$ cat src/rtl/mmtimer16_pkg.sv
`timescale 1ns/1ps
package mmtimer16_pkg;
  localparam int BYTE_W = 8;
  localparam int REG_AW = 3;

  localparam logic [REG_AW-1:0] A_CTRL   = 3'd0;
  localparam logic [REG_AW-1:0] A_MODE   = 3'd1;
  localparam logic [REG_AW-1:0] A_CNT_LO = 3'd2;
  localparam logic [REG_AW-1:0] A_CNT_HI = 3'd3;
  localparam logic [REG_AW-1:0] A_CAP_LO = 3'd4;
  localparam logic [REG_AW-1:0] A_CAP_HI = 3'd5;

  // control byte, bit 7 first
  typedef struct packed {
    logic ovf;
    logic ext;
    logic rx_sel;
    logic tx_sel;
    logic ext_en;
    logic run;
    logic cnt_sel;
    logic cap_sel;
  } ctrl_t;

  typedef enum logic [1:0] {
    M_OFF     = 2'd0,
    M_RELOAD  = 2'd1,
    M_CAPTURE = 2'd2,
    M_BAUD    = 2'd3
  } mode_e;
endpackage

$ cat src/rtl/mmtimer16_sampler.sv
`timescale 1ns/1ps
module mmtimer16_sampler #(
  parameter int N = 2
) (
  input  logic         clk,
  input  logic         rst_n,
  input  logic         tick,
  input  logic [N-1:0] pin,
  output logic [N-1:0] fall
);
  // one sample per machine cycle; a fall is high-then-low across two samples
  for (genvar i = 0; i < N; i++) begin : g_pin
    logic smp_q;
    always_ff @(posedge clk) begin
      if (!rst_n)    smp_q <= 1'b0;
      else if (tick) smp_q <= pin[i];
    end
    assign fall[i] = tick & smp_q & ~pin[i];
  end
endmodule

$ cat src/rtl/mmtimer16_decode.sv
`timescale 1ns/1ps
module mmtimer16_decode
  import mmtimer16_pkg::*;
(
  input  ctrl_t ctrl,
  input  logic  dcen,
  output mode_e mode,
  output logic  trig_ok
);
  always_comb begin
    if (!ctrl.run)                        mode = M_OFF;
    else if (ctrl.rx_sel || ctrl.tx_sel)  mode = M_BAUD;
    else if (ctrl.cap_sel)                mode = M_CAPTURE;
    else                                  mode = M_RELOAD;
  end

  assign trig_ok = ctrl.ext_en &
                   ((mode == M_CAPTURE) | ((mode == M_RELOAD) & ~dcen));
endmodule

$ cat src/rtl/mmtimer16_core.sv
`timescale 1ns/1ps
module mmtimer16_core
  import mmtimer16_pkg::*;
#(
  parameter int HALF_W = 8,
  localparam int W     = 2 * HALF_W
) (
  input  logic              clk,
  input  logic              rst_n,
  input  mode_e             mode,
  input  logic              step,
  input  logic              dir_up,
  input  logic              trig_evt,
  input  logic              cnt_wr_lo,
  input  logic              cnt_wr_hi,
  input  logic              cap_wr_lo,
  input  logic              cap_wr_hi,
  input  logic [HALF_W-1:0] wdata,
  output logic [W-1:0]      cnt_q,
  output logic [W-1:0]      cap_q,
  output logic              ovf_evt,
  output logic              ext_evt,
  output logic              baud_evt
);
  localparam logic [W-1:0] TOP = '1;

  logic [W-1:0] cnt_d, cap_d;
  logic         at_top, at_cap;

  assign at_top = (cnt_q == TOP);
  assign at_cap = (cnt_q == cap_q);

  always_comb begin
    cnt_d    = cnt_q;
    cap_d    = cap_q;
    ovf_evt  = 1'b0;
    ext_evt  = 1'b0;
    baud_evt = 1'b0;
    unique case (mode)
      M_CAPTURE: begin
        if (step) begin
          cnt_d   = cnt_q + 1'b1;
          ovf_evt = at_top;
        end
        if (trig_evt) begin
          cap_d   = cnt_q;
          ext_evt = 1'b1;
        end
      end
      M_RELOAD: begin
        if (trig_evt) begin
          cnt_d   = cap_q;
          ext_evt = 1'b1;
        end else if (step) begin
          if (dir_up) begin
            if (at_top) begin
              cnt_d   = cap_q;
              ovf_evt = 1'b1;
            end else begin
              cnt_d = cnt_q + 1'b1;
            end
          end else begin
            if (at_cap) begin
              cnt_d   = TOP;
              ovf_evt = 1'b1;
            end else begin
              cnt_d = cnt_q - 1'b1;
            end
          end
        end
      end
      M_BAUD: begin
        if (step) begin
          if (at_top) begin
            cnt_d    = cap_q;
            baud_evt = 1'b1;
          end else begin
            cnt_d = cnt_q + 1'b1;
          end
        end
      end
      default: ;
    endcase

    // a software write to either byte wins over hardware for that register
    if (cnt_wr_lo || cnt_wr_hi) begin
      cnt_d = cnt_q;
      if (cnt_wr_lo) cnt_d[HALF_W-1:0] = wdata;
      if (cnt_wr_hi) cnt_d[W-1:HALF_W] = wdata;
    end
    if (cap_wr_lo || cap_wr_hi) begin
      cap_d = cap_q;
      if (cap_wr_lo) cap_d[HALF_W-1:0] = wdata;
      if (cap_wr_hi) cap_d[W-1:HALF_W] = wdata;
    end
  end

  always_ff @(posedge clk) begin
    if (!rst_n) begin
      cnt_q <= '0;
      cap_q <= '0;
    end else begin
      cnt_q <= cnt_d;
      cap_q <= cap_d;
    end
  end
endmodule

$ cat src/rtl/mmtimer16.sv
`timescale 1ns/1ps
module mmtimer16
  import mmtimer16_pkg::*;
#(
  parameter int DATA_W = 8
) (
  input  logic              clk,
  input  logic              rst_n,
  input  logic              mc_tick,
  input  logic              cnt_pin,
  input  logic              trig_pin,
  input  logic              reg_wr,
  input  logic [REG_AW-1:0] reg_addr,
  input  logic [DATA_W-1:0] reg_wdata,
  output logic [DATA_W-1:0] reg_rdata,
  output logic              ovf_flag,
  output logic              ext_flag,
  output logic              irq,
  output logic              baud_pulse
);
  localparam int CNT_W = 2 * DATA_W;

  ctrl_t            ctrl_q;
  logic             dcen_q;
  logic             baud_q;
  mode_e            mode;
  logic             trig_ok;
  logic [1:0]       falls;
  logic             cnt_fall, trig_fall, trig_evt;
  logic             step, dir_up;
  logic [CNT_W-1:0] cnt_q, cap_q;
  logic             ovf_evt, ext_evt, baud_evt;
  logic             wr_ctrl, wr_mode;

  assign wr_ctrl = reg_wr && (reg_addr == A_CTRL);
  assign wr_mode = reg_wr && (reg_addr == A_MODE);

  mmtimer16_sampler #(.N(2)) u_smp (
    .clk  (clk),
    .rst_n(rst_n),
    .tick (mc_tick),
    .pin  ({trig_pin, cnt_pin}),
    .fall (falls)
  );
  assign cnt_fall  = falls[0];
  assign trig_fall = falls[1];

  mmtimer16_decode u_dec (
    .ctrl   (ctrl_q),
    .dcen   (dcen_q),
    .mode   (mode),
    .trig_ok(trig_ok)
  );

  assign step     = mc_tick & (ctrl_q.cnt_sel ? cnt_fall : 1'b1);
  assign dir_up   = ~dcen_q | trig_pin;
  assign trig_evt = trig_fall & trig_ok;

  mmtimer16_core #(.HALF_W(DATA_W)) u_core (
    .clk      (clk),
    .rst_n    (rst_n),
    .mode     (mode),
    .step     (step),
    .dir_up   (dir_up),
    .trig_evt (trig_evt),
    .cnt_wr_lo(reg_wr && (reg_addr == A_CNT_LO)),
    .cnt_wr_hi(reg_wr && (reg_addr == A_CNT_HI)),
    .cap_wr_lo(reg_wr && (reg_addr == A_CAP_LO)),
    .cap_wr_hi(reg_wr && (reg_addr == A_CAP_HI)),
    .wdata    (reg_wdata),
    .cnt_q    (cnt_q),
    .cap_q    (cap_q),
    .ovf_evt  (ovf_evt),
    .ext_evt  (ext_evt),
    .baud_evt (baud_evt)
  );

  always_ff @(posedge clk) begin
    if (!rst_n) begin
      ctrl_q <= '0;
      dcen_q <= 1'b0;
      baud_q <= 1'b0;
    end else begin
      baud_q <= baud_evt;
      if (wr_ctrl) ctrl_q[5:0] <= reg_wdata[5:0];
      // flags: software may only clear; a same-cycle event keeps them set
      ctrl_q.ovf <= (ctrl_q.ovf & ~(wr_ctrl & ~reg_wdata[7])) | ovf_evt;
      ctrl_q.ext <= (ctrl_q.ext & ~(wr_ctrl & ~reg_wdata[6])) | ext_evt;
      if (wr_mode) dcen_q <= reg_wdata[0];
    end
  end

  always_comb begin
    reg_rdata = '0;
    unique case (reg_addr)
      A_CTRL:   reg_rdata[7:0] = ctrl_q;
      A_MODE:   reg_rdata[0]   = dcen_q;
      A_CNT_LO: reg_rdata      = cnt_q[DATA_W-1:0];
      A_CNT_HI: reg_rdata      = cnt_q[CNT_W-1:DATA_W];
      A_CAP_LO: reg_rdata      = cap_q[DATA_W-1:0];
      A_CAP_HI: reg_rdata      = cap_q[CNT_W-1:DATA_W];
      default:  reg_rdata      = '0;
    endcase
  end

  assign ovf_flag   = ctrl_q.ovf;
  assign ext_flag   = ctrl_q.ext;
  assign irq        = ctrl_q.ovf | (ctrl_q.ext & ~dcen_q);
  assign baud_pulse = baud_q;
endmodule

$ cat config.mk
export PLATFORM = sky130hd
export DESIGN_NAME = mmtimer16
export DESIGN_NICKNAME = d
export VERILOG_FILES = /design/src/rtl/mmtimer16_pkg.sv /design/src/rtl/mmtimer16_sampler.sv /design/src/rtl/mmtimer16_decode.sv /design/src/rtl/mmtimer16_core.sv /design/src/rtl/mmtimer16.sv
export SDC_FILE = /design/constraint.sdc
export NUM_CORES = 1
export LEC_CHECK = 0
export ABC_AREA = 1
export BUFFER_PORTS_ARGS = -buffer_cell sky130_fd_sc_hd__buf_4
export CAP_MARGIN = 20
export CORE_MARGIN = 3
export CORE_UTILIZATION = 30
export DETAILED_ROUTE_END_ITERATION = 10
export PLACE_DENSITY = 0.55
export SLEW_MARGIN = 25
export SYNTH_ARGS = -nofsm -noshare
export SYNTH_HDL_FRONTEND = slang
export SYNTH_SLANG_ARGS = --single-unit
$ cat constraint.sdc
create_clock -name clk -period 4.25 [get_ports clk]
set_input_delay 0.425 -clock clk [delete_from_list [all_inputs] [get_ports clk]]
set_output_delay 0.425 -clock clk [all_outputs]
set_load 0.05 [all_outputs]
==> Yosys cells after proc, flatten, opt, wreduce, memory -nomap -nowiden <==
Index checks and enable logic that the tools add are counted.
{ "word_totals": {"regBits": 44, "elab_cells": 110, "inputBits": 17, "output_inout_bits": 12} }
{ "op_classes": {"eq_ne": 17, "n_addsub": 2, "n_mux": 31, "n_reduce_logical": 19, "bitwise": 25} }
{ "ops": {"columns": ["op", "count"], "rows": [
  ["16-bit two-way mux", 11],
  ["16-bit case mux with 3 select lines", 1],
  ["7-bit case mux with 5 select lines", 1],
  ["8-bit two-way mux", 4],
  ["16-bit by 1-bit adder with 16-bit output (second input constant)", 1],
  ["16-bit equality test", 1],
  ["16-bit equality test (second input constant)", 1],
  ["16-bit by 1-bit subtractor with 16-bit output (second input constant)", 1],
  ["1-bit AND", 13],
  ["5-bit AND reduction", 2],
  ["1-bit two-way mux", 9],
  ["3-bit AND reduction", 3],
  ["2-bit by 1-bit != test with 1-bit output (second input constant)", 4],
  ["1-bit inverter", 7],
  ["3-bit by 2-bit equality test with 1-bit output (second input constant)", 2],
  ["3-bit equality test (second input constant)", 2],
  ["1-bit logical AND", 6],
  ["2-bit two-way mux", 3],
  ["3-bit by 2-bit != test with 1-bit output (second input constant)", 2],
  ["1-bit case mux with 6 select lines", 1],
  ["1-bit OR", 5],
  ["2-bit equality test (second input constant)", 2],
  ["4-bit by 3-bit != test with 1-bit output (second input constant)", 1],
  ["2-bit nonzero test", 2],
  ["7 further kinds", 9]
]} }

==> Depth between registers and ports, before layout <==
Gate-level depths: netlist of the first run.
{ "logic_depth": {"word_depth": 11, "depth_mapped": 16, "mapped_depth_nobuf": 15} }

==> Modules after synthesis <==
Synthesis of the first run repeated with hierarchy kept, for this count alone.
{ "hier_totals": {"cells_unflattened": 866, "area_unflattened_um2": 4822.1} }
{ "modules_own_cells": {"columns": ["mod", "instances", "seq_area_each_um2", "cells_each", "area_each_um2"], "rows": [
  ["mmtimer16_core", 1, 640.6, 654, 3679.8],
  ["mmtimer16", 1, 200.2, 187, 1011.0],
  ["mmtimer16_sampler", 1, 40.0, 16, 92.6],
  ["mmtimer16_decode", 1, 0.0, 9, 38.8]
]} }

==> Worst setup path after synthesis of the first run <==
Ideal clock, no wire load.
{ "synth_timing": {"kind": "input-to-output", "startpoint": "in reg_addr[2]", "endpoint": "out reg_rdata[1]", "cell_stages": 5, "required_ns": 3.825, "path_slack_ns": 1.889, "path_buffers": 0, "arrival_time_ns": 1.936, "path_cell_list": "inv_2 > nand2_1 > nor2_1 > inv_1 > o21ai_0"} }
{ "synth_via": {"elab_chain_cells": 2, "word_cells_on_any_way": 6, "cone_classes": "eq/ne (4); mux (1); reduce/logical (1)"} }
{ "synth_rtl": {"columns": ["element", "line", "text"], "rows": [
  ["start, declared", "mmtimer16.sv:13", "input logic [REG_AW-1:0] reg_addr,"],
  ["3-bit equality test, or another cell as far along", "mmtimer16.sv:95", "unique case (reg_addr)"],
  ["7-bit case mux with 5 select lines *", "mmtimer16.sv:95", null],
  ["end, declared", "mmtimer16.sv:15", "output logic [DATA_W-1:0] reg_rdata,"]
]} }
Every way passes the cells marked *; elsewhere a longest branch is shown, timed or not.

==> Final worst setup path of the first run <==
{ "layout_timing": {"startpoint": "reg ctrl_q[5] (netlist name)", "endpoint": "reg u_core.cnt_q[8]"} }
{ "layout_via": {"elab_chain_cells": 11, "word_cells_on_any_way": 18, "cone_classes": "eq/ne (6); mux (5); bitwise (4); reduce/logical (3)"} }
{ "layout_rtl": {"columns": ["element", "line", "text"], "rows": [
  ["start, declared", "mmtimer16.sv:23", "ctrl_t ctrl_q;"],
  ["1-bit logical OR *", "mmtimer16_decode.sv:12", "else if (ctrl.rx_sel || ctrl.tx_sel) mode = M_BAUD;"],
  ["2-bit two-way mux *", "mmtimer16_decode.sv:12", null],
  ["2-bit two-way mux *", "mmtimer16_decode.sv:11", "if (!ctrl.run) mode = M_OFF;"],
  ["2-bit by 1-bit equality test with 1-bit output", "mmtimer16_decode.sv:18, mmtimer16_core.sv:39", null],
  ["1-bit AND", "mmtimer16_decode.sv:18", "((mode == M_CAPTURE) | ((mode == M_RELOAD) & ~dcen));"],
  ["1-bit OR", "mmtimer16_decode.sv:18", null],
  ["1-bit AND", "mmtimer16_decode.sv:17", "assign trig_ok = ctrl.ext_en &"],
  ["1-bit AND", "mmtimer16.sv:57", "assign trig_evt = trig_fall & trig_ok;"],
  ["16-bit two-way mux", "mmtimer16_core.sv:51", "if (trig_evt) begin"],
  ["16-bit case mux with 3 select lines", "mmtimer16_core.sv:39", "unique case (mode)"],
  ["16-bit two-way mux", "mmtimer16_core.sv:86", "if (cnt_wr_lo || cnt_wr_hi) begin"],
  ["end signal, assigned", "mmtimer16_core.sv:103", "cnt_q <= cnt_d;"],
  ["end, declared", "mmtimer16_core.sv:19", "output logic [W-1:0] cnt_q,"]
]} }
Marks and branches as above.
A chain may end at the register's enable or synchronous reset.

==> results of run 1 <==
[report_power, final]
part / leakage, uW / switching (uW) / internal (uW) / total (uW)
Clock: 0.0000871 / 200 / 296 / 495
Combinational: 0.00208 / 306 / 145 / 451
Sequential: 0.000359 / 55.7 / 434 / 490
Total: 0.00252 / 561 / 875 / 1440
[worst max-delay path: stages, from the launching register on]
cell and delay [ps]:
dfxtp_1 300, inv_1 80, nand2_1 70, o21ai_1 120, buf_4 290, inv_1 310, ha_1 500, a21oi_1 260
nor2_2 80, inv_1 670, o21ai_0 230, inv_1 100, nand2_1 60, nand2_1 50, nand2_1 40, a21oi_1 100
[how the worst min path moves through the flow]
stage                                        endpoint                               from  depth (start not counted)
global route        u_smp.g_pin[1].smp_q$_SDFFE_PN0P_                           trig_pin                          3
floorplan           u_smp.g_pin[0].smp_q$_SDFFE_PN0P_  u_smp.g_pin[0].smp_q$_SDFFE_PN0P_                          2
CTS                 u_smp.g_pin[1].smp_q$_SDFFE_PN0P_                           trig_pin                          3
detailed placement  u_smp.g_pin[0].smp_q$_SDFFE_PN0P_  u_smp.g_pin[0].smp_q$_SDFFE_PN0P_                          2
global placement    u_smp.g_pin[0].smp_q$_SDFFE_PN0P_  u_smp.g_pin[0].smp_q$_SDFFE_PN0P_                          2
finish              u_smp.g_pin[1].smp_q$_SDFFE_PN0P_                           trig_pin                          3
[through the flow]
stage / hold slack (ps) / power (uW) / instance area (sq um) / setup slack, ps
floorplan: 422 / 823 / 4570 / 1890
global placement: 435 / 942 / 4810 / 990
detailed placement: 438 / 940 / 4810 / 995
CTS: 387 / 1430 / 4990 / 975
global route: 401 / 1510 / 4990 / 530
finish: 381 / 1440 / 4990 / 921
[flip-flops by register name (all words and copies together), names as in the netlist]
name	count
u_core.cap_q	16
u_core.cnt_q	16
ext_flag	1
dcen_q	1
ctrl_q	6
ovf_flag	1
baud_pulse	1
u_smp.g_pin.smp_q	2
[cell type report]
class | count | share of cell area (%)
Multi-Input combinational cell | 612 | 60.0
Sequential cell | 44 | 17.7
Inverter | 127 | 9.55
Timing Repair Buffer | 31 | 4.66
Tap cell | 184 | 4.61
Clock buffer | 6 | 2.78
Clock inverter | 2 | 0.777
[cells by family after synthesis]
| group | synth area share, % |
|---|---|
| AO/OA/AOI/OAI | 22.4 |
| XOR/XNOR | 3.26 |
| adder cells (fa/ha/maj) | 1.37 |
| buffers and inverters | 15.2 |
| flip-flops | 19.3 |
| AND/OR/NAND/NOR | 38.5 |
[Yosys cell counts (2+ instances only)]
cell,n,share of area [%]
nor2_4,4,0.99
buf_4,15,2.5
inv_2,23,1.9
nand4_1,3,0.41
buf_2,7,0.77
nor2_1,75,6.2
xor2_1,15,2.9
nor3_1,2,0.22
clkbuf_1,13,1.1
a21oi_2,9,1.7
ha_1,5,1.4
nand2_2,7,0.96
inv_1,104,8.5
nand3_1,39,4.3
o211ai_1,4,0.66
o22ai_1,8,1.1
o21ai_0,91,10
xnor2_1,2,0.38
o221ai_1,7,1.3
nand3_2,8,1.8
buf_6,2,0.49
o21ai_1,7,0.77
nand2_1,250,21
a21oi_1,58,6.4
dfxtp_1,44,19
nor2_2,8,1.1
[metal layers]
metal | part of all wire (%) | track usage [%] | wire, microns
met1 | 46 | 30.7 | 8060
met2 | 42 | 31.2 | 7310
met3 | 8.8 | 3.09 | 1540
met4 | 3.1 | 8.59 | 540
met5 | 0 | 0 | 0
[placed cells by master (no fill, tap or decap), types with 9 or more instances in the layout]
cell type	count
nand2_1	250
inv_1	104
o21ai_0	90
nor2_1	75
a21oi_1	58
dfxtp_1	44
nand3_1	39
buf_4	31
inv_2	23
xor2_1	15
a21oi_2	9
==> flow_metrics.py, run 1 <==
metrics = {
    "clock_tree": {
        "clk_latency_ps": 300,
        "numClockSinks": 44,
        "post-cts-setup-buffer-count": 0,
        "cts_tree": "built",
        "ctsHoldBuffers": 0,
        "ctsResizeCount": 0,
        "clockBufferDepth": 2,
        "htree_num_levels": 2,
        "cts-buffers-inserted": 5,
        "cts_root_buffer": "clkbuf_16",
        "path_clk_slew_ps": 70,
    },
    "routing": {
        "drt_pass1_iterations": 5,
        "routed_wl_mm": 17.5,
        "via_count": 5252,
        "via_per_inst": 5.22,
        "wl_per_cell_microns": 17.4,
        "drcViolationCount": 0,
        "drt_iter0_drc": 483,
        "antenna_left": 0,
    },
    "worst_hold_path": {
        "hp-class": "in2reg",
    },
    "global_route": {
        "grt_overflow": 0,
        "grt_pass1_wl_mm": 27.4,
        "antenna_found_initial": 0,
        "grt_start_max_net_pins": 42,
        "track_usage_pct": 21.1,
        "grt_pass1_vias": 4865,
    },
    "floorplan": {
        "dieArea_sq_um": 16700,
        "core_sq_um": 14700,
        "start_util_pct": 31.1,
        "die_h_microns": 129,
        "io_pins": 29,
        "rows": 44,
        "die_w_microns": 129,
    },
    "worst_setup_path": {
        "start_kind": "flip-flop",
        "rrSetupSlack_ps": 920,
        "critPathArrivalTime_ps": 3570,
        "cp.required_ps": 4490,
        "cp-startpoint": "ctrl_q[5]$_SDFFE_PN0P_",
        "rr_startpoint": "ctrl_q[5]$_SDFFE_PN0P_",
        "r2r_cells": 15,
        "endpoint": "u_core.cnt_q[8]$_SDFFE_PN0P_",
        "cp_max_fo": 32,
        "worstSetupPathType": "reg2reg",
        "r2r_end": "u_core.cnt_q[8]$_SDFFE_PN0P_",
        "endpoint_kind": "flip-flop",
    },
    "place": {
        "dpl.cell_count": 998,
        "gp_congestion": 0.985,
        "io_buffers": 28,
        "dp_hpwl_mm": 13.1,
    },
    "synthesis": {
        "synth_seq_area_share_pct": 19.3,
        "syn-num-nets": 842,
        "netlist_instances": 820,
        "syn_avg_cell_area_sq_um": 5.57,
        "async_reset_ff_share_pct": 0,
        "synth_edf_count": 0,
        "yosys_warnings": 0,
        "yosysUniqueCellTypes": 36,
        "syn_area_sq_um": 4570,
        "ys_dominant_reg_cell": "dfxtp_1",
        "synth-seq-cells": 44,
    },
    "layout": {
        "regArea_sq_um": 881,
        "layout.nets": 843,
        "final_util_pct": 33.9,
        "n_antenna_cell": 0,
        "multi_input_area_sq_um": 2990,
        "drive_gt1_share_pct": 12.8,
        "syn_to_final_growth_pct": 9.23,
        "fin_cells": 1006,
        "fill_cells": 1614,
    },
    "timing": {
        "tns_ps": 0,
        "slew_headroom_pct": 38.7,
        "rsz0062_at_grt": "no",
        "slew_viol_final": 0,
        "min_period_ps": 3330,
        "tightest_slew_ps": 919,
        "max_freq_ghz": 0.300,
        "timing.final.hold_violations": 0,
        "period_share_pct": 78.3,
        "finClkSkew_ps": 7.20,
        "setup_viol": 0,
    },
    "pwr": {
        "power_density_nw_per_um2": 288,
        "leakagePower_uw": 0.00252,
        "peakVddDrop_mv": 0.128,
    },
    "run": {
        "drv_cap": 0,
    },
    "status": {
        "outcome": "finished, final reports clean",
    },
}
Power figures use the tool's default switching activity.
==> inputs of run 2 (changes only) <==
- PLACE_DENSITY: 0.55 -> 0.57
- clock period: 4.25 -> 3 ns (I/O delays scaled with it)
==> flow_metrics.py, run 2 (synthesis gave the netlist of run 1 again) <==
metrics = {
    "timing": {
        "setup_viol": 0,
        "slew_headroom_pct": 56.3,
        "slew_viol_final": 0,
        "period_share_pct": 86.7,
        "timing.final.hold_violations": 0,
        "finClkSkew_ps": 6.85,
        "worst_slack_ps": 400,
        "min_period_ps": 2600,
        "tightest_slew_ps": 655,
        "max_freq_ghz": 0.385,
        "rsz0062_at_grt": "no",
        "tns_ps": 0,
    },
    "pwr": {
        "power_density_nw_per_um2": 382,
        "peakVddDrop_mv": 0.202,
        "power_uw": 1920,
        "leakagePower_uw": 0.00256,
    },
    "routing": {
        "via_per_inst": 5.13,
        "routed_wl_mm": 17.4,
        "wl_per_cell_microns": 17.1,
        "drcViolationCount": 0,
        "drt_pass1_iterations": 5,
        "drt_iter0_drc": 519,
        "via_count": 5206,
        "antenna_left": 0,
    },
    "worst_setup_path": {
        "critPathArrivalTime_ps": 2820,
        "r2r_cells": 13,
        "r2r_end": "u_core.cnt_q[10]$_SDFFE_PN0P_",
        "endpoint": "u_core.cnt_q[10]$_SDFFE_PN0P_",
        "rr_startpoint": "ctrl_q[5]$_SDFFE_PN0P_",
        "start_kind": "flip-flop",
        "endpoint_kind": "flip-flop",
        "worstSetupPathType": "reg2reg",
        "cp.required_ps": 3220,
        "cp_max_fo": 17,
        "cp-startpoint": "ctrl_q[5]$_SDFFE_PN0P_",
        "rrSetupSlack_ps": 400,
    },
    "status": {
        "outcome": "finished, final reports clean",
    },
    "place": {
        "pre_cts_ws_ps": 481,
        "io_buffers": 28,
        "dpl.cell_count": 1007,
        "gp_congestion": 0.968,
        "dp_hpwl_mm": 13.2,
        "placed_area_sq_um": 4880,
    },
    "global_route": {
        "grt_pass1_wl_mm": 27.0,
        "use_met3_pct": 2.84,
        "antenna_found_initial": 0,
        "gr-usage-met1_pct": 30.0,
        "grt_start_max_net_pins": 42,
        "top_usage_layer": "met2",
        "track_usage_pct": 20.9,
        "grt_util_met2_pct": 31.8,
        "grt_overflow": 0,
        "grt_pass1_vias": 4791,
    },
    "clock_tree": {
        "post-cts-setup-buffer-count": 0,
        "clk_latency_ps": 290,
        "htree_num_levels": 2,
        "clockBufferDepth": 2,
        "numClockSinks": 44,
        "cts-buffers-inserted": 5,
        "path_clk_slew_ps": 70,
        "ctsResizeCount": 0,
        "cts_tree": "built",
        "cts_root_buffer": "clkbuf_16",
        "ctsHoldBuffers": 0,
    },
    "layout": {
        "layout_common_cells": "nand2_1 (250), inv_1 (104), o21ai_0 (90)",
        "n_antenna_cell": 0,
        "layout.nets": 852,
        "design_area_sq_um": 5030,
        "final_common_cell": "nand2_1",
        "drive_gt1_share_pct": 13.7,
        "reg_top3": "u_core.cap_q x16, u_core.cnt_q x16, ctrl_q x6",
        "syn_to_final_growth_pct": 10.1,
        "fin_cells": 1015,
    },
    "run": {
        "drv_cap": 0,
    },
    "floorplan": {
        "io_pins": 29,
        "die_w_microns": 129,
        "rows": 44,
        "dieArea_sq_um": 16700,
        "core_sq_um": 14700,
        "start_util_pct": 31.1,
        "die_h_microns": 129,
    },
    "worst_hold_path": {
        "hp-class": "in2reg",
        "holdPathStages": 3,
    },
}
==> run 2: cell count changes in the layout (fill, tap and decap cells not counted) <==
cell       before  now
bufinv_16       1    0
clkinv_2        0    2
clkinv_4        1    0
buf_4          31   40
==> run 2: through the flow <==
stage               hold WS, ps  utilization (%)
floorplan                   422                -
global placement            433             33.2
detailed placement          440             33.2
CTS                         289             34.2
global route                294             34.2
finish                      279             34.2
==> run 2: layout make-up <==
type | instances | area (sq um)
fill | 1640 | 9670
multi-input combinational | 612 | 2990
sequential | 44 | 881
inverter | 127 | 477
timing repair buffer | 40 | 300
tap | 184 | 230
clock buffer | 6 | 139
clock inverter | 2 | 10.0
==> run 2: worst min-delay path by stage <==
stage / to / slack (ps) / start
after global placement: u_smp.g_pin[0].smp_q$_SDFFE_PN0P_ / 430 / u_smp.g_pin[0].smp_q$_SDFFE_PN0P_
after detailed placement: u_smp.g_pin[0].smp_q$_SDFFE_PN0P_ / 440 / u_smp.g_pin[0].smp_q$_SDFFE_PN0P_
after CTS: u_smp.g_pin[1].smp_q$_SDFFE_PN0P_ / 290 / trig_pin
after floorplan: u_smp.g_pin[0].smp_q$_SDFFE_PN0P_ / 420 / u_smp.g_pin[0].smp_q$_SDFFE_PN0P_
after global routing: u_smp.g_pin[1].smp_q$_SDFFE_PN0P_ / 290 / trig_pin
final: u_smp.g_pin[1].smp_q$_SDFFE_PN0P_ / 280 / trig_pin
==> run 2: where the power goes <==
| part | internal, uW | switching [uW] |
|---|---|---|
| Combinational | 215 | 462 |
| Sequential | 616 | 52.0 |
| Clock | 329 | 245 |
==> run 2: metal layers <==
layer | up-vias | wire length (microns)
met4 | 0 | 628
li1 | 2613 | -
met1 | 2314 | 7740
met2 | 231 | 7430
met5 | - | 0
met3 | 48 | 1600
==> run 2: worst max-delay path: stages, from the launching register on <==
cell     delay [ps]
dfxtp_1         300
inv_1            80
nand2_1          70
o21ai_1         240
inv_1           300
ha_1            290
buf_4           210
inv_1            70
nor2_1           60
o31ai_2         280
nand2_2         190
inv_2           160
o21ai_0         120
a21oi_2         150
==> inputs of run 3 (changes only) <==
- ABC_AREA: 1 -> not set
- SETUP_SLACK_MARGIN: not set -> 0.2
==> flow_metrics.py, run 3 <==
metrics = {
    "floorplan": {
        "rows": 42,
        "start_util_pct": 31.2,
        "die_w_microns": 124,
        "dieArea_sq_um": 15400,
        "die_h_microns": 124,
        "core_sq_um": 13500,
        "io_pins": 29,
    },
    "synthesis": {
        "yosysUniqueCellTypes": 68,
        "async_reset_ff_share_pct": 0,
        "syn_area_sq_um": 4190,
        "synth_top_area_share_pct": 21.0,
        "synth-seq-cells": 44,
        "synth_edf_count": 0,
        "netlist_instances": 551,
        "synthTopCellsByArea": "dfxtp_1 (21%), nand2_1 (7.4%), clkbuf_8 (5.3%)",
        "syn_avg_cell_area_sq_um": 7.61,
        "ys_dominant_reg_cell": "dfxtp_1",
        "yosysMostFrequentCell": "nand2_1",
        "synth_common_cells": "nand2_1 (83), dfxtp_1 (44), a21oi_1 (37)",
        "synth.largest_area_cell": "dfxtp_1",
        "yosys_warnings": 0,
        "synth_seq_area_share_pct": 21.0,
        "syn-num-nets": 573,
    },
    "global_route": {
        "grt_pass1_vias": 4421,
        "grt_start_max_net_pins": 49,
        "use_met3_pct": 2.92,
        "track_usage_pct": 21.0,
        "top_usage_layer": "met2",
        "antenna_found_initial": 0,
        "grt_util_met2_pct": 33.0,
        "grt_pass1_wl_mm": 25.7,
        "grt_overflow": 0,
        "gr-usage-met1_pct": 29.1,
    },
    "worst_setup_path": {
        "start_kind": "flip-flop",
        "critPathArrivalTime_ps": 2870,
        "endpoint_kind": "flip-flop",
        "max_stage_delay_ps": 580,
        "cp_cell_sequence": "buf_4 > nor4_1 > nand4bb_4 > inv_1 > nand3_1 > a311oi_1 > o221ai_1 > a21boi_0 > a21oi_1",
        "worstSetupPathType": "reg2reg",
        "slowest_stage": "nor4_1",
        "cp_max_fo": 6,
        "cp.required_ps": 3180,
    },
    "timing": {
        "min_period_ps": 2690,
        "rsz0062_at_grt": "no",
        "setup_viol": 0,
        "tns_ps": 0,
        "max_freq_ghz": 0.371,
        "timing.final.hold_violations": 0,
        "period_share_pct": 89.7,
        "finClkSkew_ps": 4.68,
        "slew_headroom_pct": 56.8,
        "tightest_slew_ps": 642,
        "slew_viol_final": 0,
    },
    "clock_tree": {
        "clk_latency_ps": 290,
        "path_clk_slew_ps": 60,
        "cts-buffers-inserted": 5,
        "clockBufferDepth": 2,
        "numClockSinks": 44,
        "cts_tree": "built",
        "cts_root_buffer": "clkbuf_16",
        "ctsHoldBuffers": 0,
        "post-cts-setup-buffer-count": 0,
        "htree_num_levels": 2,
    },
    "place": {
        "placed_area_sq_um": 4670,
        "dp_hpwl_mm": 12.9,
        "io_buffers": 28,
        "gp_congestion": 0.996,
        "dpl.cell_count": 766,
    },
    "routing": {
        "drt_iter0_drc": 569,
        "via_per_inst": 6.04,
        "routed_wl_mm": 16.8,
        "drcViolationCount": 0,
        "drt_pass1_iterations": 7,
        "antenna_left": 0,
        "wl_per_cell_microns": 21.8,
        "via_count": 4673,
    },
    "layout": {
        "fill_cells": 1464,
        "final_common_cell": "buf_4",
        "regArea_sq_um": 886,
        "n_antenna_cell": 0,
        "layout.nets": 619,
        "syn_to_final_growth_pct": 16.9,
        "drive_gt1_share_pct": 20.6,
        "reg_top3": "u_core.cap_q x16, u_core.cnt_q x16, ctrl_q x6",
        "design_area_sq_um": 4900,
        "multi_input_area_sq_um": 2910,
        "layout_common_cells": "buf_4 (88), nand2_1 (82), dfxtp_1 (40)",
        "final_util_pct": 36.4,
        "fin_cells": 774,
    },
    "status": {
        "outcome": "finished, final reports clean",
    },
    "run": {
        "drv_cap": 0,
    },
    "pwr": {
        "peakVddDrop_mv": 0.255,
        "power_density_nw_per_um2": 357,
        "leakagePower_uw": 0.00211,
    },
    "worst_hold_path": {
        "hp-class": "in2reg",
    },
}
run 3: cells by family after synthesis:
| kind of cell | share of synthesized area (%) |
|---|---|
| flip-flops | 21.0 |
| adder cells (fa/ha/maj) | 1.49 |
| XOR/XNOR | 8.35 |
| buffers and inverters | 10.6 |
| multiplexers | 3.88 |
| AO/OA/AOI/OAI | 30.7 |
| AND/OR/NAND/NOR | 24.0 |
run 3: cell type report:
| type | count | share of cell area (%) |
|---|---|---|
| repair buffers | 88 | 13.5 |
| multi-input cells | 447 | 59.4 |
| clock inverters | 1 | 0.613 |
| well taps | 176 | 4.49 |
| inverters | 11 | 0.842 |
| clock buffers | 7 | 3.11 |
| flip-flops and latches | 44 | 18.1 |
run 3: final timing paths:
kind                                     start                                end  slack [ps]  cells past startpoint
setup / recovery  u_core.cnt_q[8]$_SDFFE_PN0P_      u_core.cnt_q[11]$_SDFFE_PN0P_         310                      9
hold / removal                        trig_pin  u_smp.g_pin[1].smp_q$_SDFFE_PN0P_         300                      3
setup reg to reg  u_core.cnt_q[8]$_SDFFE_PN0P_      u_core.cnt_q[11]$_SDFFE_PN0P_         310                      9
hold reg to reg         ctrl_q[3]$_SDFFE_PN0P_             ctrl_q[3]$_SDFFE_PN0P_         520                      2
run 3: timing repair:
action / 4_1_cts / 5_1_grt
pin swaps: 0 / 0
resized for setup: 2 / 9
endpoints found under the setup margin: 3 / 9
run 3: metal layers:
metal	share of wire (%)	vias to the layer above
li1	-	2125
met1	42	2158
met2	44	324
met3	9.5	66
met4	4.2	0
met5	0	-
run 3: power breakdown:
part	internal (uW)	switching (uW)	total [uW]
Sequential	605	41.2	647
Clock	439	244	683
Combinational	171	248	418
run 3: metrics by stage:
stage / hold slack, ps / setup WS, ps / total power (uW)
after floorplan: 453 / 217 / 919
after global placement: 490 / 219 / 1050
after detailed placement: 493 / 174 / 1060
after CTS: 291 / 230 / 1740
after global routing: 316 / 201 / 1800
final: 296 / 308 / 1750
run 3: worst max-delay path: cells and delay by family, from the launching register on:
family                 cells  cell delay (ps)
AO/OA/AOI/OAI              4              950
buffers and inverters      2              320
flip-flops                 1              440
AND/OR/NAND/NOR            3              870
